`src/rtl/lcd_com_pkg.sv`:
```
package lcd_com_pkg;
   localparam int LVL_W = 2;

   typedef enum logic [LVL_W-1:0] {
      LVL_V1  = 2'b00,
      LVL_V2  = 2'b01,
      LVL_V5  = 2'b10,
      LVL_VEE = 2'b11
   } bias_lvl_t;
endpackage

```
`src/rtl/lcd_scan_shreg.sv`:
```
module lcd_scan_shreg #(
   parameter int STAGES = 64
) (
   input  logic              scan_clk,
   input  logic              rst,
   input  logic              dir_left,
   input  logic              lo_in,
   input  logic              hi_in,
   output logic [STAGES-1:0] stg
);
   localparam int LAST = STAGES - 1;

   logic [STAGES-1:0] nxt;

   // each stage picks its neighbour; end stages pick the pin instead
   for (genvar i = 0; i < STAGES; i++) begin : g_stage
      logic from_low, from_high;
      if (i == 0) begin : g_lo_edge
         assign from_low = lo_in;
      end else begin : g_lo_mid
         assign from_low = stg[i-1];
      end
      if (i == LAST) begin : g_hi_edge
         assign from_high = hi_in;
      end else begin : g_hi_mid
         assign from_high = stg[i+1];
      end
      assign nxt[i] = dir_left ? from_high : from_low;
   end

   always_ff @(negedge scan_clk) begin
      if (rst) stg <= '0;
      else     stg <= nxt;
   end
endmodule

```
`src/rtl/lcd_end_port.sv`:
```
module lcd_end_port #(
   parameter bit DRIVE_ON_LEFT = 1'b0
) (
   input  logic dir_left,
   input  logic last_bit,
   output logic pin_out,
   output logic pin_oe
);
   if (DRIVE_ON_LEFT) begin : g_low_end
      assign pin_oe = dir_left;
   end else begin : g_high_end
      assign pin_oe = ~dir_left;
   end
   assign pin_out = pin_oe & last_bit;
endmodule

```
`src/rtl/lcd_level_enc.sv`:
```
module lcd_level_enc
   import lcd_com_pkg::*;
(
   input  logic             row_bit,
   input  logic             frame_pol,
   input  logic             blank_n,
   output logic [LVL_W-1:0] code
);
   bias_lvl_t lvl;

   always_comb begin
      unique case ({blank_n, frame_pol, row_bit})
         3'b100:  lvl = LVL_V2;
         3'b101:  lvl = LVL_VEE;
         3'b110:  lvl = LVL_V5;
         3'b111:  lvl = LVL_V1;
         default: lvl = LVL_V1;
      endcase
   end
   assign code = lvl;
endmodule

```
`src/rtl/lcd_com_scanner.sv`:
```
module lcd_com_scanner
   import lcd_com_pkg::*;
#(
   parameter int STAGES = 64
) (
   input  logic                    scan_clk,
   input  logic                    rst,
   input  logic                    dir_left,
   input  logic                    blank_n,
   input  logic                    frame_pol,
   input  logic                    lo_end_in,
   output logic                    lo_end_out,
   output logic                    lo_end_oe,
   input  logic                    hi_end_in,
   output logic                    hi_end_out,
   output logic                    hi_end_oe,
   output logic [LVL_W*STAGES-1:0] lvl_code
);
   localparam int LAST = STAGES - 1;

   if (STAGES < 2) begin : g_bad_stages
      $error("lcd_com_scanner: STAGES must be at least 2");
   end

   logic [STAGES-1:0] stg;

   lcd_scan_shreg #(.STAGES(STAGES)) u_chain (
      .scan_clk (scan_clk),
      .rst      (rst),
      .dir_left (dir_left),
      .lo_in    (lo_end_in),
      .hi_in    (hi_end_in),
      .stg      (stg)
   );

   lcd_end_port #(.DRIVE_ON_LEFT(1'b1)) u_lo_end (
      .dir_left (dir_left),
      .last_bit (stg[0]),
      .pin_out  (lo_end_out),
      .pin_oe   (lo_end_oe)
   );

   lcd_end_port #(.DRIVE_ON_LEFT(1'b0)) u_hi_end (
      .dir_left (dir_left),
      .last_bit (stg[LAST]),
      .pin_out  (hi_end_out),
      .pin_oe   (hi_end_oe)
   );

   for (genvar i = 0; i < STAGES; i++) begin : g_enc
      lcd_level_enc u_enc (
         .row_bit   (stg[i]),
         .frame_pol (frame_pol),
         .blank_n   (blank_n),
         .code      (lvl_code[LVL_W*i +: LVL_W])
      );
   end
endmodule

```
`config.mk`:
```
export PLATFORM = sky130hd
export DESIGN_NAME = lcd_com_scanner
export DESIGN_NICKNAME = d
export VERILOG_FILES = /design/src/rtl/lcd_com_pkg.sv /design/src/rtl/lcd_scan_shreg.sv /design/src/rtl/lcd_end_port.sv /design/src/rtl/lcd_level_enc.sv /design/src/rtl/lcd_com_scanner.sv
export SDC_FILE = /design/constraint.sdc
export NUM_CORES = 1
export LEC_CHECK = 0
export BUFFER_PORTS_ARGS = -buffer_cell sky130_fd_sc_hd__clkbuf_2
export CAP_MARGIN = 30
export CELL_PAD_IN_SITES_DETAIL_PLACEMENT = 0
export CELL_PAD_IN_SITES_GLOBAL_PLACEMENT = 1
export CORE_MARGIN = 2
export CORE_UTILIZATION = 37
export CTS_CLUSTER_DIAMETER = 60
export DETAILED_ROUTE_END_ITERATION = 10
export PLACE_DENSITY_LB_ADDON = 0.1
export SETUP_SLACK_MARGIN = 0.05
export SLEW_MARGIN = 15
export SYNTH_ARGS = -nofsm -noshare
export SYNTH_HDL_FRONTEND = slang
export SYNTH_HIERARCHICAL = 1
export SYNTH_SLANG_ARGS = --single-unit
```
`constraint.sdc`:
```
create_clock -name scan_clk -period 1.1 [get_ports scan_clk]
set_clock_uncertainty 0.15 [all_clocks]
set_input_delay 0 -clock scan_clk [delete_from_list [all_inputs] [get_ports scan_clk]]
set_output_delay 0 -clock scan_clk [all_outputs]
set_load 0.05 [all_outputs]
```
==> summary.md, run 1 <==
| Metric | Value |
|---|---|
| Max Cap Violations | `0` |
| Mean Syn Cell Area | `9.54 um^2` |
| Setup Crit Path Kind | `flop to output pin` |
| NumNets Final | `729` |
| Drt pass-1 iters | `4` |
| Pwr Density | `1030 nW/um^2` |
| Number of flip-flops in the largest register | `64` |
| Lkg Pwr | `around 4.5 nW` |
| Reg2reg start | `u_chain/stg[2]$_SDFF_NP0_` |
| DR iter-0 viols | `140` |
| Total congestion overflow | `0` |
| FF+latch count, synth | `64` |
| Synthesis warning total | `6` |
| Post-synth cell types | `13` |
| Unrepaired setup endpoints after global routing | `true` |
| R2r setup slk | `0.01 ns` |
| Crit Path Max Fanout | `2` |
| Non-Filler Instances | `863` |
| WL per Instance | `between 15 and 20 um` |
| H-tree levels | `3` |
| Full die area | `11,200 um^2` |
| Final Hold Fails | `0` |
| IO buf count | `138` |
| Boundary Pins | `approximately 140` |
| Layout cells sized above 1 | `0.651` |
| Final wirelength | `14,100 um` |
| Utilization after layout | `0.829` |
| Hold path depth | `3` |
| Row Count | `37` |
| Die X | `~110 um` |
| Max Slew Vio Count | `0` |
| Clk Latency, worst-skew pair | `0.40 ns` |
| Routability congestion estimate | `0.773` |
| Hold Crit Class | `input port to flop` |
| Top reg by flops | `u_chain/stg` |
| Clock transition at path regs | `0.04 ns` |
| CP Data Arrival Time | `roughly 1.8 ns` |
| CP Launch Type | `flop` |
| Starting density of the core | `0.378` |
| P&R area growth vs syn | `119%` |
| Status | `finished, violations left` |
| Worst EP required | `0.95 ns` |
| Top Registers | `u_chain/stg (64)` |
| Drc violations | `0` |
| Hold path endpoint | `u_chain/stg[63]$_SDFF_NP0_` |
| Die height | `106 um` |
| Clock sink count | `64` |
| Clk root buf | `clkbuf_8` |
| Routed Antenna Nets | `0` |
| Failing checks | `negative setup slack` |
| First-pass GRT wire length | `20,400 um` |
| Core area | `10,200 um^2` |
| Placed insts | `745` |
| Post-DP HPWL | `~6300 um` |
| Reg2Reg Capture Point | `u_chain/stg[1]$_SDFF_NP0_` |
| Via count | `between 3,000 and 4,000` |
| CTS Hold Bufs | `0` |
| Hold_ws | `0.288 ns` |
| GRT Resource Usage Total | `0.227` |
| Final setup vio count | `119` |
| Worst r2r path cells | `4` |
| Cell count after synthesis | `just over 400` |
| Sequential fraction of the synthesis area | `0.333` |
| Headroom to the max-slew limit | `0.806` |
| Worst-case vdd ir drop | `0.000856 V` |
| Pin count of the biggest net entering global routing | `58` |
| Worst Tran Pin Value | `approximately 0.3 ns` |
| Place WS | `-0.487 ns` |
| Max Root-Sink Buffers | `2` |
| Antenna violations before repair | `0` |
| Placed Area | `5920 um^2` |
| Antenna cells | `0` |
| Vias in the first global route | `4,204` |
| Final Cell Area | `around 8400 um^2` |
| Final setup margin | `-0.873 ns` |
| Net Count, Synth | `a little over 400` |
| Crit path capture type | `output pin` |
| Total CTS buffers | `9` |
| Via density | `4.58` |
| CTS tree | `yes` |
| Hold wc startpoint | `hi_end_in` |
| Post-Syn Area | `about 3800 um^2` |
-- placed cells by master, fill, tap and decap left out --
master,netlist,routed
buf_4,1,83
and2_4,0,65
inv_1,2,65
and2b_2,64,64
nor2_1,64,64
xor2_1,64,63
dfxtp_2,0,63
mux2i_1,64,62
buf_8,6,58
clkbuf_16,0,44
buf_12,0,40
clkbuf_8,0,18
buf_6,1,17
clkbuf_2,0,5
buf_16,0,4
clkinvlp_2,0,2
bufinv_16,0,2
clkinv_4,0,2
mux2i_2,0,2
inv_4,0,1
xor2_2,0,1
dfxtp_4,0,1
nor2b_4,0,1
-- how the worst max path moves through the flow --
stage / start / end / slack [ns] / cells after the start
finish: u_chain/stg[55]$_SDFF_NP0_ / lvl_code[111] / -0.87 / 3
CTS: u_chain/stg[37]$_SDFF_NP0_ / lvl_code[75] / -0.82 / 3
global route: u_chain/stg[55]$_SDFF_NP0_ / lvl_code[111] / -0.93 / 3
global placement: u_chain/stg[45]$_SDFF_NP0_ / lvl_code[91] / -0.49 / 3
floorplan: u_chain/stg[63]$_SDFF_NP0_ / hi_end_out / -0.38 / 1
detailed placement: u_chain/stg[45]$_SDFF_NP0_ / lvl_code[91] / -0.49 / 3
-- synthesized netlist by cell type --
cell      count  area, um^2
buf_6         1        11.3
buf_2         6        30.0
buf_4         1        7.51
xor2_1       64         561
nor2_1       64         240
mux2i_1      64         641
inv_1         2        7.51
buf_8         6        90.1
and2b_2      64         561
nor2b_1       1        6.26
and2_1       65         407
clkbuf_1      1        3.75
dfxtp_1      64        1280
-- stage by stage --
| step | power, mW | TNS (ns) |
|---|---|---|
| floorplan | 4.25 | -30.99 |
| global placement | 4.89 | -48.78 |
| detailed placement | 4.90 | -50.00 |
| CTS | 8.53 | -53.22 |
| global route | 9.10 | -60.17 |
| finish | 8.66 | -55.77 |
-- metal layers --
layer  share of wire  GRT usage  wire length (um)  up-vias
li1                -          -                 -     1917
met4          0.0057     0.0883                80        0
met2            0.53      0.406              7490      136
met1            0.41      0.245              5750     1888
met3           0.057     0.0785               811       10
met5               0          0                 0        -
-- cell type report --
type,instances,area [um^2]
multi-input combinational,322,2600
tap,136,170
clock inverter,71,334
fill,542,1740
timing repair buffer,260,3850
inverter,1,3.75
clock buffer,9,124
sequential,64,1360
-- critical path: stages (launching register included) --
cell and delay [ns]:
dfxtp_2 0.34, xor2_1 0.20, and2_4 0.19, clkbuf_16 0.15
-- cells by family after synthesis --
logic type             count (synthesis)  synth area share
XOR/XNOR                              64             0.146
buffers and inverters                 17            0.0390
AND/OR/NAND/NOR                      194             0.316
multiplexers                          64             0.167
flip-flops                            64             0.333
-- power breakdown --
group	internal (mW)	switching [mW]	leakage [nW]	total (mW)
clock network	1.58	1.65	0.447	3.23
logic	1.48	1.60	3.46	3.08
registers	2.34	0.00569	0.549	2.34
-- timing repair --
item                                    CTS  global route
buffers inserted                         19            18
pin swaps                                 0             7
endpoints found under the setup margin  156           143
gates resized for setup                 276            80
cloned                                    9             3
Note: power is estimated with default switching activity, not from simulation.
==> run 2: changes to the inputs <==
--- a/config.mk
+++ b/config.mk
@@ -5,14 +5,14 @@
 export SDC_FILE = /design/constraint.sdc
 export NUM_CORES = 1
 export LEC_CHECK = 0
-export BUFFER_PORTS_ARGS = -buffer_cell sky130_fd_sc_hd__clkbuf_2
 export CAP_MARGIN = 30
 export CELL_PAD_IN_SITES_DETAIL_PLACEMENT = 0
 export CELL_PAD_IN_SITES_GLOBAL_PLACEMENT = 1
 export CORE_MARGIN = 2
-export CORE_UTILIZATION = 37
+export CORE_UTILIZATION = 47
 export CTS_CLUSTER_DIAMETER = 60
 export DETAILED_ROUTE_END_ITERATION = 10
+export DONT_BUFFER_PORTS = 1
 export PLACE_DENSITY_LB_ADDON = 0.1
 export SETUP_SLACK_MARGIN = 0.05
 export SLEW_MARGIN = 15
==> constraint.sdc (replaced) <==
create_clock -name scan_clk -period 1.1 [get_ports scan_clk]
set_clock_uncertainty 0.15 [all_clocks]
set_input_delay 0.22 -clock scan_clk [delete_from_list [all_inputs] [get_ports scan_clk]]
set_output_delay 0.22 -clock scan_clk [all_outputs]
set_load 0.05 [all_outputs]
==> run 2 against run 1 <==
  * The flow still finishes with violations (negative setup slack)
  * First-iteration DRC count fell by 64%
  * Worst hold slack improved by 0.0030 ns
  * Die area fell by 21%
  * Critical path type unchanged
==> summary.md, run 2 (synthesized netlist as in run 1, its figures left out) <==
| Metric | Value |
|---|---|
| Status | `finished, violations left` |
| Failing checks | `negative setup slack` |
| Vias in the first global route | `2,857` |
| Headroom to the max-slew limit | `0.824` |
| Clock transition at path regs | `0.04 ns` |
| Place WS | `-0.581 ns` |
| Worst EP required | `0.73 ns` |
| Hold path endpoint | `lo_end_oe` |
| Worst-case vdd ir drop | `between 0.001 and 0.0015 V` |
| WL per Instance | `12.6 um` |
| Via count | `3,005` |
| Clk Latency, worst-skew pair | `0.38 ns` |
| Top reg by flops | `u_chain/stg` |
| Core area | `7850 um^2` |
| IO buf count | `0` |
| Max Root-Sink Buffers | `2` |
| Via density | `4.71` |
| Starting density of the core | `0.490` |
| Pwr Density | `1340 nW/um^2` |
| Hold wc startpoint | `dir_left` |
| Routed Antenna Nets | `0` |
| Crit Path Max Fanout | `3` |
| Final setup margin | `-0.957 ns` |
| Setup Crit Path Kind | `flop to output pin` |
| Total congestion overflow | `0` |
| Die height | `94.5 um` |
| GRT Resource Usage Total | `0.172` |
| Most common cell after layout, fill and taps aside | `buf_4` |
| Drc violations | `0` |
| Reg2reg start | `u_chain/stg[3]$_SDFF_NP0_` |
| Design Power | `6.79 mW` |
| Top Registers | `u_chain/stg (64)` |
| H-tree levels | `3` |
| Max Cap Violations | `0` |
| Unrepaired setup endpoints after global routing | `true` |
| Placed insts | `approximately 550` |
| Clk root buf | `clkbuf_8` |
| DR iter-0 viols | `51` |
| Crit path capture type | `output pin` |
| Antenna violations before repair | `0` |
| Non-Filler Instances | `638` |
| Worst r2r path cells | `4` |
| P&R area growth vs syn | `32.1%` |
| Hold Crit Class | `input port to output pin` |
| Utilization after layout | `0.648` |
| Total CTS buffers | `9` |
| First-pass GRT wire length | `12,300 um` |
| Hold path depth | `0` |
| Drt pass-1 iters | `4` |
| Final Hold Fails | `0` |
| Reg2Reg Capture Point | `u_chain/stg[2]$_SDFF_NP0_` |
| CTS tree | `yes` |
| Boundary Pins | `about 140` |
| CTS Hold Bufs | `0` |
| R2r setup slk | `0.09 ns` |
| Post-DP HPWL | `4740 um` |
| CP Launch Type | `flop` |
| Worst Tran Pin Value | `0.265 ns` |
| Routability congestion estimate | `around 0.70` |
| Row Count | `32` |
| Clock sink count | `64` |
| Full die area | `8920 um^2` |
| Max Slew Vio Count | `0` |
| CP Data Arrival Time | `roughly 1.7 ns` |
| Layout cells sized above 1 | `0.524` |
| NumNets Final | `roughly 540` |
| Die X | `between 90 and 100 um` |
| Total Negative Setup Slacks | `-60.09 ns` |
| Lkg Pwr | `roughly 2.9 nW` |
| Antenna cells | `0` |
| Final setup vio count | `66` |
| Final wirelength | `8060 um` |
| Number of flip-flops in the largest register | `64` |
| Pin count of the biggest net entering global routing | `129` |
| Most frequent cells in the layout | `66 x buf_4, 65 x and2_4, 65 x inv_1` |
## run 2: cell types whose count changed in the layout (fill, tap and decap cells not counted), moves of 9 or more
cell       delta
buf_12       -39
buf_8        -58
buf_4        -17
buf_6        -15
clkbuf_8      -9
clkbuf_16    -44
## run 2: repair_timing
item	in CTS	in global routing
resized for setup	2	4
gates cloned	0	0
setup endpoints to repair	66	66
pin swaps	3	19
setup buffers	1	4
## run 2: power breakdown
| part | leakage, nW | switching, mW | total [mW] | internal [mW] |
|---|---|---|---|---|
| clock | 0.434 | 1.47 | 3.02 | 1.55 |
| sequential | 0.549 | 0.00579 | 2.35 | 2.34 |
| combinational | 1.88 | 1.03 | 1.43 | 0.393 |
## run 2: metal layers
layer,GRT usage,vias up,share of wire
met2,0.276,113,0.46
met4,0.0749,0,0.0025
met1,0.195,1356,0.46
met3,0.0806,3,0.078
met5,0,-,0
li1,-,1533,-
## run 2: area by class of cell
type	instances	area, um^2
fill	678	2770
multi-input combinational	322	2600
sequential	64	1360
timing repair buffer	69	538
clock inverter	71	325
tap	102	128
clock buffer	9	124
inverter	1	3.75
## run 2: worst max-delay path by stage
stage | end | start
after floorplan | hi_end_out | u_chain/stg[63]$_SDFF_NP0_
after global placement | lvl_code[53] | u_chain/stg[26]$_SDFF_NP0_
after detailed placement | lvl_code[127] | u_chain/stg[63]$_SDFF_NP0_
after CTS | lvl_code[127] | u_chain/stg[63]$_SDFF_NP0_
after global routing | lvl_code[65] | u_chain/stg[32]$_SDFF_NP0_
final | lvl_code[127] | u_chain/stg[63]$_SDFF_NP0_
## run 2: worst max-delay path, stage by stage, from the launching register on
cell and delay (ns):
dfxtp_4 0.37, xor2_1 0.14, and2_4 0.25
## run 2: through the flow
step / hold slack [ns] / area [um^2]
2_1_floorplan: 0.326 / 4100
3_3_place_gp: 0.294 / 4570
3_5_place_dp: 0.293 / 4570
4_1_cts: 0.292 / 5030
5_1_grt: 0.275 / 5080
6_report: 0.291 / 5080
